[src/rtl/bht_pkg.sv]
package bht_pkg;
  typedef logic [1:0] ctr_t;

  localparam ctr_t CTR_MAX    = 2'd3;
  localparam ctr_t CTR_MIN    = 2'd0;
  localparam ctr_t CTR_THRESH = 2'd2;

  function automatic ctr_t ctr_step(input ctr_t cur, input logic up);
    ctr_t res;
    if (up) res = (cur == CTR_MAX) ? cur : cur + ctr_t'(1);
    else    res = (cur == CTR_MIN) ? cur : cur - ctr_t'(1);
    return res;
  endfunction
endpackage

[src/rtl/bht_index.sv]
module bht_index #(
  parameter int PC_W  = 32,
  parameter int IDX_W = 7
) (
  input  logic [PC_W-1:0]  pc_i,
  output logic [IDX_W-1:0] idx_o
);
  logic unused_pc_bits;

  // Halfword granularity: bit 0 is dropped so 16-bit branches get their own slot
  assign idx_o          = pc_i[IDX_W:1];
  assign unused_pc_bits = ^{pc_i[0], pc_i[PC_W-1:IDX_W+1]};
endmodule

[src/rtl/bht_entry.sv]
module bht_entry
  import bht_pkg::*;
(
  input  logic clk,
  input  logic rst_n,
  input  logic flush_i,
  input  logic wr_en_i,
  input  logic wr_taken_i,
  output logic valid_o,
  output ctr_t ctr_o
);
  logic valid_q, valid_d, valid_en;
  ctr_t ctr_q, ctr_d;
  logic ctr_en;

  always_comb begin
    ctr_en   = wr_en_i;
    ctr_d    = ctr_step(ctr_q, wr_taken_i);
    valid_en = wr_en_i | flush_i;
    valid_d  = ~flush_i;
  end

  always_ff @(posedge clk or negedge rst_n) begin
    if (!rst_n) begin
      valid_q <= 1'b0;
      ctr_q   <= CTR_MIN;
    end else begin
      if (valid_en) valid_q <= valid_d;
      if (ctr_en)   ctr_q   <= ctr_d;
    end
  end

  assign valid_o = valid_q;
  assign ctr_o   = ctr_q;

  AST_TRAIN_SETS_VALID: assert property (@(posedge clk) disable iff (!rst_n)
    (wr_en_i && !flush_i) |=> valid_q);
  AST_FLUSH_CLEARS: assert property (@(posedge clk) disable iff (!rst_n)
    flush_i |=> !valid_q);
  AST_IDLE_HOLDS_CTR: assert property (@(posedge clk) disable iff (!rst_n)
    !wr_en_i |=> $stable(ctr_q));
  AST_SAT_HIGH: assert property (@(posedge clk) disable iff (!rst_n)
    (wr_en_i && wr_taken_i && ctr_q == CTR_MAX) |=> ctr_q == CTR_MAX);
  AST_INC_STEP: assert property (@(posedge clk) disable iff (!rst_n)
    (wr_en_i && wr_taken_i && ctr_q != CTR_MAX) |=> ctr_q == $past(ctr_q) + ctr_t'(1));
  AST_SAT_LOW: assert property (@(posedge clk) disable iff (!rst_n)
    (wr_en_i && !wr_taken_i && ctr_q == CTR_MIN) |=> ctr_q == CTR_MIN);
  AST_DEC_STEP: assert property (@(posedge clk) disable iff (!rst_n)
    (wr_en_i && !wr_taken_i && ctr_q != CTR_MIN) |=> ctr_q == $past(ctr_q) - ctr_t'(1));
endmodule

[src/rtl/bht_lookup.sv]
module bht_lookup
  import bht_pkg::*;
#(
  parameter int ENTRIES = 128,
  parameter int IDX_W   = 7
) (
  input  logic [ENTRIES-1:0]       valid_vec_i,
  input  logic [ENTRIES-1:0][1:0]  ctr_vec_i,
  input  logic [IDX_W-1:0]         idx_i,
  input  logic                     off_neg_i,
  output logic                     taken_o
);
  logic sel_valid;
  ctr_t sel_ctr;

  always_comb begin
    sel_valid = valid_vec_i[idx_i];
    sel_ctr   = ctr_vec_i[idx_i];
    if (sel_valid) taken_o = (sel_ctr >= CTR_THRESH);
    else           taken_o = off_neg_i;
  end
endmodule

[src/rtl/bht_predictor.sv]
module bht_predictor
  import bht_pkg::*;
#(
  parameter int ENTRIES = 128,
  parameter int PC_W    = 32,
  parameter int OFF_W   = 32
) (
  input  logic             clk,
  input  logic             rst_n,
  input  logic             flush_i,
  input  logic [PC_W-1:0]  lk_pc_i,
  input  logic [OFF_W-1:0] lk_offset_i,
  output logic             lk_taken_o,
  input  logic             upd_en_i,
  input  logic [PC_W-1:0]  upd_pc_i,
  input  logic             upd_taken_i
);
  localparam int IDX_W = $clog2(ENTRIES);

  logic [IDX_W-1:0]       lk_idx, upd_idx;
  logic [ENTRIES-1:0]     valid_vec;
  logic [ENTRIES-1:0][1:0] ctr_vec;
  logic [ENTRIES-1:0]     wr_sel;
  logic                   lk_off_neg;
  logic                   unused_off_bits;

  assign lk_off_neg      = lk_offset_i[OFF_W-1];
  assign unused_off_bits = ^lk_offset_i[OFF_W-2:0];

  bht_index #(.PC_W(PC_W), .IDX_W(IDX_W)) u_lk_index (
    .pc_i(lk_pc_i), .idx_o(lk_idx)
  );

  bht_index #(.PC_W(PC_W), .IDX_W(IDX_W)) u_upd_index (
    .pc_i(upd_pc_i), .idx_o(upd_idx)
  );

  for (genvar g = 0; g < ENTRIES; g++) begin : g_entry
    ctr_t ctr_w;
    assign wr_sel[g] = upd_en_i && (upd_idx == IDX_W'(g));
    bht_entry u_entry (
      .clk        (clk),
      .rst_n      (rst_n),
      .flush_i    (flush_i),
      .wr_en_i    (wr_sel[g]),
      .wr_taken_i (upd_taken_i),
      .valid_o    (valid_vec[g]),
      .ctr_o      (ctr_w)
    );
    assign ctr_vec[g] = ctr_w;
  end

  bht_lookup #(.ENTRIES(ENTRIES), .IDX_W(IDX_W)) u_lookup (
    .valid_vec_i (valid_vec),
    .ctr_vec_i   (ctr_vec),
    .idx_i       (lk_idx),
    .off_neg_i   (lk_off_neg),
    .taken_o     (lk_taken_o)
  );

  // The cycle after a flush nothing is trained, so the sign rule must decide
  AST_FLUSH_FALLBACK: assert property (@(posedge clk) disable iff (!rst_n)
    $past(flush_i) |-> (lk_taken_o == lk_offset_i[OFF_W-1]));
  AST_ONE_WRITE: assert property (@(posedge clk) disable iff (!rst_n)
    $onehot0(wr_sel));
endmodule

[config.mk]
export PLATFORM = sky130hd
export DESIGN_NAME = bht_predictor
export DESIGN_NICKNAME = d
export VERILOG_FILES = /design/src/rtl/bht_pkg.sv /design/src/rtl/bht_index.sv /design/src/rtl/bht_entry.sv /design/src/rtl/bht_lookup.sv /design/src/rtl/bht_predictor.sv
export SDC_FILE = /design/constraint.sdc
export NUM_CORES = 1
export LEC_CHECK = 0
export BUFFER_PORTS_ARGS = -buffer_cell sky130_fd_sc_hd__buf_2
export CELL_PAD_IN_SITES_DETAIL_PLACEMENT = 1
export CELL_PAD_IN_SITES_GLOBAL_PLACEMENT = 2
export CORE_AREA = 2 2 239 241
export DETAILED_ROUTE_END_ITERATION = 16
export DIE_AREA = 0 0 241 243
export PLACE_DENSITY = 0.74
export SLEW_MARGIN = 15
export SYNTH_ARGS = -nofsm -noshare
export SYNTH_HDL_FRONTEND = slang
export SYNTH_SLANG_ARGS = --single-unit
[constraint.sdc]
create_clock -name clk -period 3 [get_ports clk]
set_input_delay 0.6 -clock clk [delete_from_list [all_inputs] [get_ports clk]]
set_output_delay 0.6 -clock clk [all_outputs]
set_load 0.01 [all_outputs]
After elaboration in Yosys (flattened, before gate mapping)
Cells that the tools add are included.
{ "op_classes": {"n_mux": 389, "shifts": 0, "eq_ne": 511, "n_bitwise": 129, "reduce_logical": 385, "n_addsub": 256, "multipliers": 0, "div_mod_pow": 0, "magnitude_cmp": 2} }
{ "op_table": {"columns": ["operator", "count"], "rows": [
  ["$mux W2", 385],
  ["$ne A2 B2 Y1 const B", 256],
  ["$eq A7 B7 Y1 const B", 64],
  ["$reduce_and A3 Y1", 128],
  ["$add A2 B1 Y2 const B", 128],
  ["$eq A2 B2 Y1 const B", 128],
  ["$logic_not A2 Y1", 128],
  ["$sub A2 B1 Y2 const B", 128],
  ["$eq A7 B6 Y1 const B", 32],
  ["$logic_and A1 B1 Y1", 128],
  ["$or A1 B1 Y1", 128],
  ["$eq A7 B5 Y1 const B", 16],
  ["$eq A7 B4 Y1 const B", 8],
  ["$eq A7 B3 Y1 const B", 4],
  ["$bmux W2 S7", 1],
  ["$eq A7 B2 Y1 const B", 2],
  ["$lt A7 B8 Y1 const B", 1],
  ["$bmux W1 S7", 1],
  ["$eq A7 B1 Y1 const B", 1],
  ["$logic_not A7 Y1", 1],
  ["$ge A2 B2 Y1 const B", 1],
  ["$mux W1", 2],
  ["$not A1 Y1", 1]
]} }
{ "totals": {"ramBits": 0, "rom_bits": 0, "latch_bits": 0, "register_bits": 384, "in_bits": 101, "mem_count": 0} }

Longest topological paths before layout
Gate-level depths: netlist of run 1.
{ "logic_depth": {"ltp_word": 4, "ltp_mapped": 10} }

Modules after synthesis
Synthesis of run 1 repeated with hierarchy kept, for this count alone.
{ "hier_totals": {"cells_unflattened": 1954, "area_unflattened_um2": 20294.5} }
{ "by_module_without_submodules": {"columns": ["module", "area_each_um2", "cells_each", "seq_area_each_um2", "instances"], "rows": [
  ["bht_entry", 132.6, 12, 75.1, 128],
  ["bht_lookup", 2210.9, 211, 0.0, 1],
  ["bht_predictor", 1002.2, 193, 0.0, 1],
  ["bht_index", 52.6, 7, 0.0, 2]
]} }

Worst setup path before layout of run 1
No wires, ideal clock.
{ "synth_timing": {"path_kind": "input -> output", "startpoint": "in lk_pc_i[2]", "endpoint": "out lk_taken_o", "slack_ps": 17, "arrival_time_ps": 2383, "stages": 8, "cell_sequence": "buf_6 buf_4 buf_2 mux4_2 a31o_1 a2111oi_2 o22ai_1 mux2_4"} }
{ "synth_via": {"elab_chain_len": 4, "word_cells_on_any_way": 6, "classes_between": "1 x order compare; 5 x mux"} }
{ "synth_lines": {"columns": ["item", "line_no", "text"], "rows": [
  ["start: declaration", "bht_predictor.sv:11", "input logic [PC_W-1:0] lk_pc_i,"],
  ["$bmux W2 S7", "bht_lookup.sv:18", "sel_ctr = ctr_vec_i[idx_i];"],
  ["$mux W2 (implied by the code)", "bht_lookup.sv:18", null],
  ["$ge A2 B2 Y1", "bht_lookup.sv:19", "if (sel_valid) taken_o = (sel_ctr >= CTR_THRESH);"],
  ["$mux W1 (*)", "bht_lookup.sv:19", null],
  ["end: declaration", "bht_predictor.sv:13", "output logic lk_taken_o,"]
]} }
Mark *: on every way between the ends. The rest lies on a longest branch, timed or not. The select of a mux whose other input is x is not followed.

Worst setup path after layout of run 1
{ "layout_timing": {"startpoint": "in lk_pc_i[1]", "endpoint": "out lk_taken_o"} }
Same word-level chain as after synthesis.

==> results.py, run 1 <==
metrics = {
    "setup_path": {
        "worstSetupPathType": "in -> out",
        "critPathLaunch": "lk_pc_i[1]",
        "cp-start-kind": "input port",
        "critical_path_required_ns": 2.40,
        "cp_max_fo": 13,
        "end_kind": "output port",
        "cp.arrival_ns": 2.85,
        "regToRegStartpoint": "g_entry[114].u_entry.ctr_o[0]",
        "rr_worst_depth": 3,
    },
    "sta": {
        "fmax_mhz": 290.0,
        "rsz0062_at_grt": "true",
        "slew_headroom": 0.4713,
        "hold_violations": 0,
        "worst_pin_slew_ns": 0.7901,
        "timing.hold.ws_ns": 0.4424,
        "fin_crit_sh": 1.150,
        "setup_violations": 1,
        "slew_viol_final": 0,
        "setup_ws_ns": -0.4485,
        "clock_skew_ns": 0.01997,
        "min_period_ns": 3.449,
    },
    "logic_synthesis": {
        "async_flop_share": 1.000,
        "syn_avg_cell_area_um2": 9.028,
        "ys_ff_latch": 384,
        "synth_area_leader_cell": "dfrtp_1",
        "synth_ff_type": "dfrtp_1",
        "yosys.cell_types.count": 48,
        "syn_inst": 2157,
        "yosysSeqAreaShare": 0.4935,
        "synthesis.nets": 2258,
        "synth_edf_count": 0,
        "synthDominantCellAreaShare": 0.4935,
        "synthTopCellsByArea": "dfrtp_1, nor2_1, o21ai_0, a21oi_1, mux4_2",
        "yosysWarnings": 0,
        "synth_area_mm2": 0.01947,
    },
    "pwr": {
        "power_density_mw_per_mm2": 524.5,
        "power.internal_w": 0.008882,
        "seqPwrFrac": 0.458,
        "p_switching_w": 0.003006,
        "p_clk_frac": 0.472,
        "p_comb_frac": 0.070,
        "ir_worst_vdd_uv": 350.1,
        "p_leak_nw": 8.668,
        "swShare": 0.2529,
    },
    "die": {
        "chipWidth_um": 241,
        "design.core.area_mm2": 0.05595,
        "rows": 87,
        "initial_core_util": 0.3480,
        "io_pins": 102,
        "die_y_um": 243,
        "floorplan.die_area_mm2": 0.05856,
    },
    "final_layout": {
        "fin_nets": 2336,
        "final_common_cell": "nor2_1",
        "syn_to_final_growth_pct": 16.40,
        "fillers": 6460,
        "drive_above_1_share": 0.1241,
        "final_cell_mix": "nor2_1, dfrtp_1, o21ai_0",
    },
    "clocking": {
        "cts_tree": "built",
        "clk_pin_slew_ns": 0.06,
        "insertion_delay_ns": 0.60,
        "root_buffer": "clkbuf_16",
        "cts.sink_count": 384,
        "cts_buffers": 48,
        "clk_path_buf_depth": 3,
        "htreeDepth": 2,
    },
    "drt": {
        "dr.pass1.iters": 5,
        "wl_per_cell_um": 21.71,
        "ant_nets": 0,
        "routed_wirelength_mm": 65.61,
        "vias_per_cell": 5.680,
        "first_iter_violations": 1184,
        "route.detailed.drc": 0,
        "vias": 17170,
    },
    "grt": {
        "grt_use_total": 0.2268,
        "grt_max_degree": 111,
        "grt_pass1_wl_mm": 102.6,
        "grt_overflow": 0,
        "antenna_found_initial": 2,
        "grt_pass1_vias": 17570,
    },
    "placed_design": {
        "gp_congestion": 0.8562,
        "dp_slack_ns": -0.4884,
        "dp_hpwl_mm": 45.23,
        "numPortBuffers": 20,
    },
    "hold_path": {
        "min_path_type": "in -> async",
    },
    "job": {
        "maxCapViolCount": 0,
    },
    "status": {
        "violations": "negative setup slack",
        "status": "complete, but fails checks",
    },
}
==> final timing paths <==
path	slack [ns]	endpoint
max reg2reg	1.85	g_entry[114].u_entry.ctr_o[1]
max in group asynchronous	1.59	g_entry[62].u_entry.ctr_o[1]
min	0.44	g_entry[19].u_entry.ctr_o[0]
min reg2reg	0.49	g_entry[67].u_entry.valid_o
min in group clk	0.46	g_entry[5].u_entry.valid_o
max	-0.45	lk_taken_o
==> critical path, cell delays in order <==
cell	delay, ns
buf_6	0.21
buf_4	0.22
mux4_2	0.52
o211ai_1	0.42
a211o_1	0.27
o32ai_2	0.11
mux2_4	0.35
buf_6	0.13
==> per-stage QoR <==
step	TNS, ns	cells	util	area [µm²]	total power (W)
after CTS	-0.3968	3021	0.4050	22660	0.01203
after floorplan	0	2157	-	19470	0.005914
after global placement	-0.5058	2930	0.3761	21040	0.006323
final	-0.4485	3022	0.4051	22670	0.01189
after global routing	-0.4552	3022	0.4051	22670	0.01230
after detailed placement	-0.4884	2930	0.3761	21040	0.006360
==> synth_stat cells (all sizes together) (2+ instances only) <==
library cell  instances
nor2b                13
nor3                 21
nand4                 2
mux4                 56
o31ai                83
nand3                19
or2                   4
nand2               165
a21oi               222
a211oi               71
nor3b                19
o221ai                6
buf                  25
or3                   3
o21ai               285
a221oi                3
inv                  13
a22oi                 4
nor4                  2
mux2i                27
a221o                 7
a211o                 2
mux2                  6
a31oi                25
clkbuf               84
o211ai               16
nand2b               15
nand3b               19
nor2                543
dfrtp               384
o22ai                 4
==> power by group through the flow <==
stage               logic [W]  clock network (W)  registers, W
floorplan            0.000423                  0       0.00549
global placement     0.000811                  0       0.00551
detailed placement   0.000836                  0       0.00552
CTS                  0.000848            0.00575       0.00544
global route         0.000916            0.00593       0.00546
finish               0.000836            0.00561       0.00544
==> final cells by class <==
class | instances | area [µm²] | share of cell area
Sequential cell | 384 | 9615 | 0.4242
Timing Repair Buffer | 137 | 1200 | 0.05294
Inverter | 13 | 53.80 | 0.002374
Clock buffer | 75 | 1424 | 0.06282
Clock inverter | 5 | 57.56 | 0.002539
Antenna cell | 1 | 2.502 | 0.0001104
Multi-Input combinational cell | 1651 | 9366 | 0.4132
Tap cell | 756 | 945.9 | 0.04173
==> registers in the layout, summed over array words and instances, names as in the netlist <==
register and cells:
g_entry.u_entry.ctr_o 256, g_entry.u_entry.valid_o 128
==> layer usage <==
metal  track usage  routed length [µm]  part of all wire
met1        0.3137               30400              0.46
met2        0.3539               29980              0.46
met3       0.04185                2898             0.044
met4       0.08261                2312             0.035
met5             0                  13           0.00020
==> what timing repair did <==
item	4_1_cts	5_1_grt
gates resized for setup	22	0
hold endpoints to repair	17	0
endpoints found under the setup margin	1	1
hold buffers	1	0
setup buffers	10	0
pin swaps	3	0
==> cells by family after synthesis <==
logic type / after synthesis / share of synthesized area
multiplexers: 89 / 0.08366
AND/OR/NAND/NOR: 828 / 0.1760
flip-flops: 384 / 0.4935
buffers and inverters: 122 / 0.02769
AO/OA/AOI/OAI: 734 / 0.2192
Power figures use the tool's default switching activity.
==> inputs of run 2 (changes only) <==
--- a/config.mk
+++ b/config.mk
@@ -11,6 +11,7 @@
 export CORE_AREA = 2 2 239 241
 export DETAILED_ROUTE_END_ITERATION = 16
 export DIE_AREA = 0 0 241 243
+export GPL_TIMING_DRIVEN = 0
 export PLACE_DENSITY = 0.74
 export SLEW_MARGIN = 15
 export SYNTH_ARGS = -nofsm -noshare
==> results.py, run 2 (synthesized netlist as in run 1, its figures left out) <==
metrics = {
    "sta": {
        "worst_pin_slew_ns": 1.266,
        "hold_violations": 0,
        "fin_crit_sh": 1.182,
        "slew_viol_final": 0,
        "setup_violations": 1,
        "setup_ws_ns": -0.5471,
        "clock_skew_ns": 0.01378,
        "slew_headroom": 0.1531,
        "final.setup.tns_ns": -0.5471,
        "min_period_ns": 3.547,
        "rsz0062_at_grt": "true",
        "fmax_mhz": 281.9,
    },
    "setup_path": {
        "end_kind": "output port",
        "cp_max_fo": 8,
        "worstSetupPathType": "in -> out",
        "critical_path_required_ns": 2.40,
        "cp_slowest_stage_delay_ns": 0.60,
        "slowest_stage": "nor2b_1",
        "crit_chain": "clkbuf_2, nor2b_1, o221ai_1, a21oi_2, a22o_1, o32ai_4, mux2_4, buf_6",
        "cp-start-kind": "input port",
        "cp.arrival_ns": 2.95,
        "path_buf_inv": 2,
        "crit_family": "compound AO/OA/AOI/OAI gates",
    },
    "final_layout": {
        "finish.utilization": 0.4066,
        "largest_reg_flops": 256,
        "final_common_cell": "nor2_1",
        "drive_above_1_share": 0.1088,
        "final_cell_mix": "nor2_1, dfrtp_1, o21ai_0",
        "fin_nets": 2350,
        "syn_to_final_growth_pct": 16.84,
    },
    "clocking": {
        "cts_tree": "built",
        "clk_pin_slew_ns": 0.06,
        "insertion_delay_ns": 0.60,
        "htreeDepth": 2,
        "cts.sink_count": 384,
        "clk_path_buf_depth": 3,
        "cts_buffers": 47,
        "root_buffer": "clkbuf_16",
    },
    "drt": {
        "vias_per_cell": 5.970,
        "ant_nets": 0,
        "routed_wirelength_mm": 83.29,
        "dr.pass1.iters": 6,
        "wl_per_cell_um": 27.35,
        "route.detailed.drc": 0,
        "first_iter_violations": 1434,
        "vias": 18180,
    },
    "die": {
        "rows": 87,
        "die_y_um": 243,
        "initial_core_util": 0.3480,
        "design.core.area_mm2": 0.05595,
        "floorplan.die_area_mm2": 0.05856,
        "chipWidth_um": 241,
        "io_pins": 102,
    },
    "pwr": {
        "p_leak_nw": 8.531,
        "ir_worst_vdd_uv": 423.9,
        "power_density_mw_per_mm2": 540.1,
    },
    "grt": {
        "antenna_found_initial": 3,
        "grt_overflow": 0,
        "grt_use_total": 0.2877,
        "grt_max_degree": 88,
        "grt_pass1_vias": 18430,
        "grt_pass1_wl_mm": 123.1,
    },
    "placed_design": {
        "gp_congestion": 0.8921,
        "dp_hpwl_mm": 56.61,
        "numPortBuffers": 14,
    },
    "hold_path": {
        "min_path_type": "in -> async",
    },
    "status": {
        "status": "complete, but fails checks",
        "violations": "negative setup slack",
    },
    "job": {
        "maxCapViolCount": 0,
    },
}
## run 2: what timing repair did
item / CTS / global route
endpoints found under the hold margin: 0 / 0
pin swaps: 5 / 10
gates resized for setup: 56 / 36
setup buffers: 11 / 15
hold buffers: 0 / 0
endpoints found under the setup margin: 10 / 7
## run 2: per-stage QoR
stage | setup WS (ns) | std cells | total power, W | hold slack (ns) | cell area [µm²]
after floorplan | 0.01690 | 2157 | 0.005914 | 0.3044 | 19470
after global placement | -6.965 | 2927 | 0.006390 | 0.4706 | 20490
after detailed placement | -1.641 | 2932 | 0.006440 | 0.4835 | 20630
after CTS | -0.5360 | 3030 | 0.01233 | 0.02977 | 22520
after global routing | -0.5256 | 3044 | 0.01264 | 0.06718 | 22750
final | -0.5471 | 3045 | 0.01229 | 0.007376 | 22750
## run 2: path summary, 6_finish.rpt
kind / from / slack (ns) / cells past startpoint / endpoint
setup / recovery: lk_pc_i[4] / -0.55 / 8 / lk_taken_o
hold / removal: rst_n / 0.007 / 1 / g_entry[25].u_entry.ctr_o[0]
setup reg to reg: g_entry[114].u_entry.ctr_o[0] / 1.86 / 3 / g_entry[114].u_entry.ctr_o[1]
hold reg to reg: g_entry[113].u_entry.valid_o / 0.50 / 2 / g_entry[113].u_entry.valid_o
max in group asynchronous: rst_n / 1.35 / 4 / g_entry[107].u_entry.valid_o
min in group clk: g_entry[113].u_entry.valid_o / 0.50 / 2 / g_entry[113].u_entry.valid_o
## run 2: power breakdown
group	total (W)	leakage (nW)	switching, W	internal (W)
clock network	0.00585	0.776	0.00244	0.00341
logic	0.000999	3.24	0.000721	0.000278
registers	0.00544	4.51	0.000145	0.00529
## run 2: per-layer routing
metal,GRT usage,part of all wire,vias to the layer above
met5,0,0.00016,-
met2,0.4463,0.45,573
met1,0.3932,0.43,9451
met3,0.04560,0.067,203
li1,-,-,7949
met4,0.1349,0.054,2
## run 2: worst register-to-register path, delay by kind of cell (launching register included)
kind / cells / cell delay [ns]
DFF: 1 / 0.43
and+or+nand+nor: 2 / 0.45
AOI/OAI and AO/OA: 1 / 0.15
## run 2: area by class of cell
type,count,area [µm²]
antenna,1,2.502
buffer,108,663.1
multi-input combinational,1651,9478
timing repair buffer,44,439.2
sequential,384,9610
clock inverter,12,103.9
clock buffer,76,1456
tap,756,945.9
fill,6479,33200
inverter,13,52.55
